--- src/rtl/xcvr_mode_pkg.sv ---
package xcvr_mode_pkg;

    typedef enum logic [1:0] {
        LB_NORMAL = 2'b00,
        LB_REMOTE = 2'b01,
        LB_LOCAL  = 2'b10
    } lb_mode_e;

    typedef struct packed {
        logic tx_pd;
        logic rx_pd;
    } pd_req_t;

    typedef struct packed {
        logic     tx_pd;
        logic     rx_pd;
        logic     line_oe;
        lb_mode_e lb;
    } mode_ctrl_t;

    localparam mode_ctrl_t CTRL_RESET = '{tx_pd: 1'b0, rx_pd: 1'b0,
                                          line_oe: 1'b1, lb: LB_NORMAL};

    // Register loopback bits: local has priority over remote.
    function automatic lb_mode_e sw_lb(input logic loc, input logic rem);
        if (loc)      return LB_LOCAL;
        else if (rem) return LB_REMOTE;
        else          return LB_NORMAL;
    endfunction

    // Three-level pin: one-hot cases decode directly; otherwise high > float > normal.
    function automatic lb_mode_e pin_lb(input logic lo, input logic flt, input logic hi);
        case ({hi, flt, lo})
            3'b100:  return LB_LOCAL;
            3'b010:  return LB_REMOTE;
            3'b001:  return LB_NORMAL;
            default: begin
                if (hi)       return LB_LOCAL;
                else if (flt) return LB_REMOTE;
                else          return LB_NORMAL;
            end
        endcase
    endfunction

endpackage

--- src/rtl/xm_lb_select.sv ---
module xm_lb_select
    import xcvr_mode_pkg::*;
(
    input  logic     hw_mode,
    input  logic     cfg_local,
    input  logic     cfg_remote,
    input  logic     pin_lo,
    input  logic     pin_float,
    input  logic     pin_hi,
    output lb_mode_e lb_next
);
    always_comb begin
        if (hw_mode) lb_next = pin_lb(pin_lo, pin_float, pin_hi);
        else         lb_next = sw_lb(cfg_local, cfg_remote);
    end
endmodule

--- src/rtl/xm_pd_select.sv ---
module xm_pd_select
    import xcvr_mode_pkg::*;
(
    input  logic    hw_mode,
    input  logic    tx_off_pin,
    input  logic    cfg_tx_pd,
    input  logic    cfg_rx_pd,
    output pd_req_t pd_next
);
    always_comb begin
        pd_next.tx_pd = tx_off_pin | (~hw_mode & cfg_tx_pd);
        pd_next.rx_pd = ~hw_mode & cfg_rx_pd;
    end
endmodule

--- src/rtl/xcvr_mode_ctrl.sv ---
module xcvr_mode_ctrl
    import xcvr_mode_pkg::*;
(
    input  logic clk,
    input  logic rst,
    input  logic hw_mode,
    input  logic tx_off_pin,
    input  logic cfg_tx_pd,
    input  logic cfg_rx_pd,
    input  logic cfg_lb_local,
    input  logic cfg_lb_remote,
    input  logic lb3_lo,
    input  logic lb3_float,
    input  logic lb3_hi,
    output logic tx_pd,
    output logic rx_pd,
    output logic line_oe,
    output logic rlb_sel,
    output logic llb_sel
);
    lb_mode_e   lb_next;
    pd_req_t    pd_next;
    mode_ctrl_t ctrl_d;
    mode_ctrl_t ctrl_q;

    xm_lb_select u_lb (
        .hw_mode    (hw_mode),
        .cfg_local  (cfg_lb_local),
        .cfg_remote (cfg_lb_remote),
        .pin_lo     (lb3_lo),
        .pin_float  (lb3_float),
        .pin_hi     (lb3_hi),
        .lb_next    (lb_next)
    );

    xm_pd_select u_pd (
        .hw_mode    (hw_mode),
        .tx_off_pin (tx_off_pin),
        .cfg_tx_pd  (cfg_tx_pd),
        .cfg_rx_pd  (cfg_rx_pd),
        .pd_next    (pd_next)
    );

    always_comb begin
        ctrl_d.tx_pd   = pd_next.tx_pd;
        ctrl_d.rx_pd   = pd_next.rx_pd;
        ctrl_d.line_oe = ~pd_next.tx_pd;
        ctrl_d.lb      = lb_next;
    end

    always_ff @(posedge clk) begin
        if (rst) ctrl_q <= CTRL_RESET;
        else     ctrl_q <= ctrl_d;
    end

    assign tx_pd   = ctrl_q.tx_pd;
    assign rx_pd   = ctrl_q.rx_pd;
    assign line_oe = ctrl_q.line_oe;
    assign rlb_sel = (ctrl_q.lb == LB_REMOTE);
    assign llb_sel = (ctrl_q.lb == LB_LOCAL);
endmodule

--- config.mk ---
export PLATFORM = sky130hd
export DESIGN_NAME = xcvr_mode_ctrl
export DESIGN_NICKNAME = d
export VERILOG_FILES = /design/src/rtl/xcvr_mode_pkg.sv /design/src/rtl/xm_lb_select.sv /design/src/rtl/xm_pd_select.sv /design/src/rtl/xcvr_mode_ctrl.sv
export SDC_FILE = /design/constraint.sdc
export NUM_CORES = 1
export LEC_CHECK = 0
export ABC_CLOCK_PERIOD_IN_PS = 1200
export BUFFER_PORTS_ARGS = -buffer_cell sky130_fd_sc_hd__buf_2
export CAP_MARGIN = 15
export CORE_AREA = 5 5 42 44
export CTS_CLUSTER_SIZE = 25
export DETAILED_ROUTE_END_ITERATION = 16
export DIE_AREA = 0 0 47 49
export PLACE_DENSITY = 0.42
export SLEW_MARGIN = 5
export SYNTH_ARGS = -nofsm -noshare
export SYNTH_HDL_FRONTEND = slang
export SYNTH_SLANG_ARGS = --single-unit
--- constraint.sdc ---
create_clock -name clk -period 1.2 [get_ports clk]
set_input_delay 0.36 -clock clk [delete_from_list [all_inputs] [get_ports clk]]
set_output_delay 0.36 -clock clk [all_outputs]
set_load 0.02 [all_outputs]
==> reports/summary.txt <==
WORST SETUP PATH
--------------------------------------------------------------------------------------------------------
Delay of the slowest critical-path stage ..................................................      0.32 ns
Data required, critical path ..............................................................      0.84 ns
Startpoint-to-endpoint class of the critical path ......................................... register to output pin
Element type at the critical path start ...................................................     register
Arr. time, crit path ......................................................................      0.83 ns
Crit. End Element .........................................................................   output pin
Critical Path Fanout Max ..................................................................            2
Cell-by-cell listing of the critical path ................................................. nor2b_1 -> buf_4
Cell at the slowest stage of the critical path ............................................ sky130_fd_sc_hd__dfxtp_2

CLOCKING
--------------------------------------------------------------------------------------------------------
Number of buffers added by the clock tree synthesis step ..................................            3
Hold_buf cts ..............................................................................            0
Post-CTS clock slew at the launch and capture registers of the worst setup and hold paths .      0.04 ns
CTS tree ..................................................................................        built
Post-CTS setup buffer count ...............................................................            0
Buffer type at the clock tree root ........................................................ sky130_fd_sc_hd__clkbuf_4
Clock H-tree levels .......................................................................            1
Total number of clock tree sinks ..........................................................            5
Number of buffers on the longest clock path ...............................................            2

PLACE
--------------------------------------------------------------------------------------------------------
Gp weighted congestion ....................................................................       0.6302
Total placed instance area ................................................................    271.5 um2
Port Buffer Count .........................................................................           14
Half-perimeter wire length of the detailed placement result ...............................     362.7 um

SYNTH
--------------------------------------------------------------------------------------------------------
Post-synthesis sequential area ratio ......................................................       55.17%
Area contributors post-synth .............................................................. sky130_fd_sc_hd__dfxtp_1 55%, sky130_fd_sc_hd__nor2b_1 6.9%, sky130_fd_sc_hd__mux2i_1 5.5%, sky130_fd_sc_hd__o21ba_2 5.5%, sky130_fd_sc_hd__and2b_2 4.8%
Synth Register Bits .......................................................................            5
Post-Syn Area per Cell ....................................................................    11.34 um2
Combined area of all synthesized cells ....................................................    181.4 um2
Yosys synthesis warning count .............................................................            0
Net Count, Synth ..........................................................................           27
Fraction of synthesized cell area taken by the top area cell type .........................       55.17%
Cell taking the most area after synthesis ................................................. sky130_fd_sc_hd__dfxtp_1
Number of distinct standard cells referenced by the synthesized netlist ...................           11
Post-synthesis instance total .............................................................           16

WORST HOLD PATH
--------------------------------------------------------------------------------------------------------
Classification of the worst-slack hold path ............................................... input port to register
Number of stages on the worst hold path ...................................................            2

PWR
--------------------------------------------------------------------------------------------------------
Leakage Power .............................................................................    0.1493 nW
Maximum resistive drop on vdd .............................................................     289.8 uV
Sw frac ...................................................................................       21.86%
Part of the total power dissipated in the clock network ...................................        43.7%
Cell-internal power .......................................................................     334.3 uW
Cell Pwr Density ..........................................................................  1373 nW/um2
Proportion of power drawn by flip-flops and latches .......................................        42.2%
Switching power ...........................................................................     93.50 uW
Share of power burned in combinational logic ..............................................        14.2%
Post-route total power ....................................................................     427.8 uW

FLOORPLAN
--------------------------------------------------------------------------------------------------------
Area enclosed by the die boundary .........................................................     2303 um2
Die Y-Extent ..............................................................................        49 um
IO Pins ...................................................................................           16
Core Footprint ............................................................................     1401 um2
DIE WIDTH .................................................................................        47 um
Initial Util ..............................................................................       12.95%
Placement Rows ............................................................................           14

ROUTING
--------------------------------------------------------------------------------------------------------
Wirelength per Cell .......................................................................     8.500 um
Vias ......................................................................................          164
Initial detailed-routing violation count ..................................................            0
Vias per cell .............................................................................        3.280
Detailed-route DRC error count ............................................................            0
Total routed wirelength ...................................................................       425 um
Post-route ant nets .......................................................................            0
Number of iterations in the first detailed-routing pass ...................................            1

STA
--------------------------------------------------------------------------------------------------------
Total count of max-transition violations in the final report ..............................            0
RSZ-0062 raised after global routing ......................................................          yes
Highest achievable clock rate .............................................................    840.9 MHz
Final setup violation count ...............................................................            0
Max_slew headroom .........................................................................       89.25%
Tcrit/Tclk final ..........................................................................       99.11%
Post-route minimum period .................................................................     1.189 ns
Slew @ Worst Pin ..........................................................................    0.1609 ns
Number of hold violations in the final report .............................................            0

LAYOUT
--------------------------------------------------------------------------------------------------------
Commonest non-fill, non-tap cells in the layout ........................................... 12 x sky130_fd_sc_hd__buf_2, 3 x sky130_fd_sc_hd__clkbuf_4, 3 x sky130_fd_sc_hd__dfxtp_1
Diodes inserted ...........................................................................            0
Most common library cell in the layout ignoring fill and taps ............................. sky130_fd_sc_hd__buf_2
Final layout net count ....................................................................           46
Relative area change from synthesis to final layout .......................................       71.72%
Fill cells ................................................................................          163
Layout Utilization ........................................................................       22.23%
Area of all placed cells without fillers ..................................................    311.5 um2
Share of post-route cells with drive strength above 1 .....................................       64.71%

GLOBAL ROUTING
--------------------------------------------------------------------------------------------------------
Number of antenna violations at the first check in global routing .........................            0
Overflow left after global routing ........................................................            0
First-pass GRT wire length ................................................................       793 um
Global Route Usage Sum ....................................................................       5.282%
Vias in the first global route ............................................................          190
Maximum number of pins on one net before global-route repair ..............................            6

STATUS
--------------------------------------------------------------------------------------------------------
Status .................................................................................... complete, no violations

FLOW RUN
--------------------------------------------------------------------------------------------------------
Maxcap violations .........................................................................            0

layout make-up:
cell class / count / area (um2) / share of cell area, %
sequential: 5 / 102.6 / 32.93
multi-input combinational: 11 / 83.83 / 26.91
timing repair buffer: 14 / 78.83 / 25.30
clock buffer: 4 / 26.28 / 8.434
tap: 16 / 20.02 / 6.426
power groups by stage:
| stage | registers [mW] | logic, mW | clock network, mW |
|---|---|---|---|
| after floorplan | 0.190 | 0.0209 | 0 |
| after global placement | 0.182 | 0.0574 | 0 |
| after global routing | 0.181 | 0.0675 | 0.220 |
| after CTS | 0.180 | 0.0600 | 0.199 |
| after detailed placement | 0.182 | 0.0575 | 0 |
| final | 0.180 | 0.0606 | 0.187 |
Yosys cell counts (all sizes together):
cell    count
nor3b       1
mux2i       1
dfxtp       5
a21oi       1
nor2        1
nor2b       2
nand3b      1
and2b       1
or3b        1
o21ba       1
o21bai      1
routing by layer:
layer	GRT usage, %	wire length, um
met5	0	0
met1	7.033	211
met2	4.751	133
met4	5.530	0
met3	3.690	81
state kept, by name (all words and copies together), names as in the netlist:
name / count
line_oe: 1
rx_pd: 1
ctrl_q: 2
tx_pd: 1
per-stage QoR:
step                      hold slack, ns    TNS, ns  setup WS, ns  cells
after global routing              0.3294   -0.07964      -0.04641     50
after global placement            0.5809          0        0.1258     46
final                             0.3257          0       0.01073     50
after floorplan                   0.4291          0        0.2053     16
after detailed placement          0.5736          0        0.1325     46
after CTS                         0.3132  -0.004821     -0.004691     50
worst paths after layout:
check	from	end	slack [ns]
setup / recovery	ctrl_q[1]	llb_sel	0.01
hold / removal	rst	ctrl_q[0]	0.33
logic make-up (layout without fill, tap and decap cells):
kind of cell,Yosys count,in the layout,share of synthesized area [%]
AND/OR/NAND/NOR,7,7,26.90
flip-flops,5,5,55.17
AO/OA/AOI/OAI,3,3,12.41
multiplexers,1,1,5.517
buffers and inverters,0,18,0
worst max-delay path: cells and delay by family, from the launching register on:
kind	cells	cell delay [ns]
DFF	1	0.32
buffers and inverters	1	0.15
and+or+nand+nor	1	0.13
what timing repair did:
action                     CTS  global route
hold endpoints to repair     0             0
gates resized for setup      4             2
setup endpoints to repair    2             2
Power figures use the tool's default switching activity.
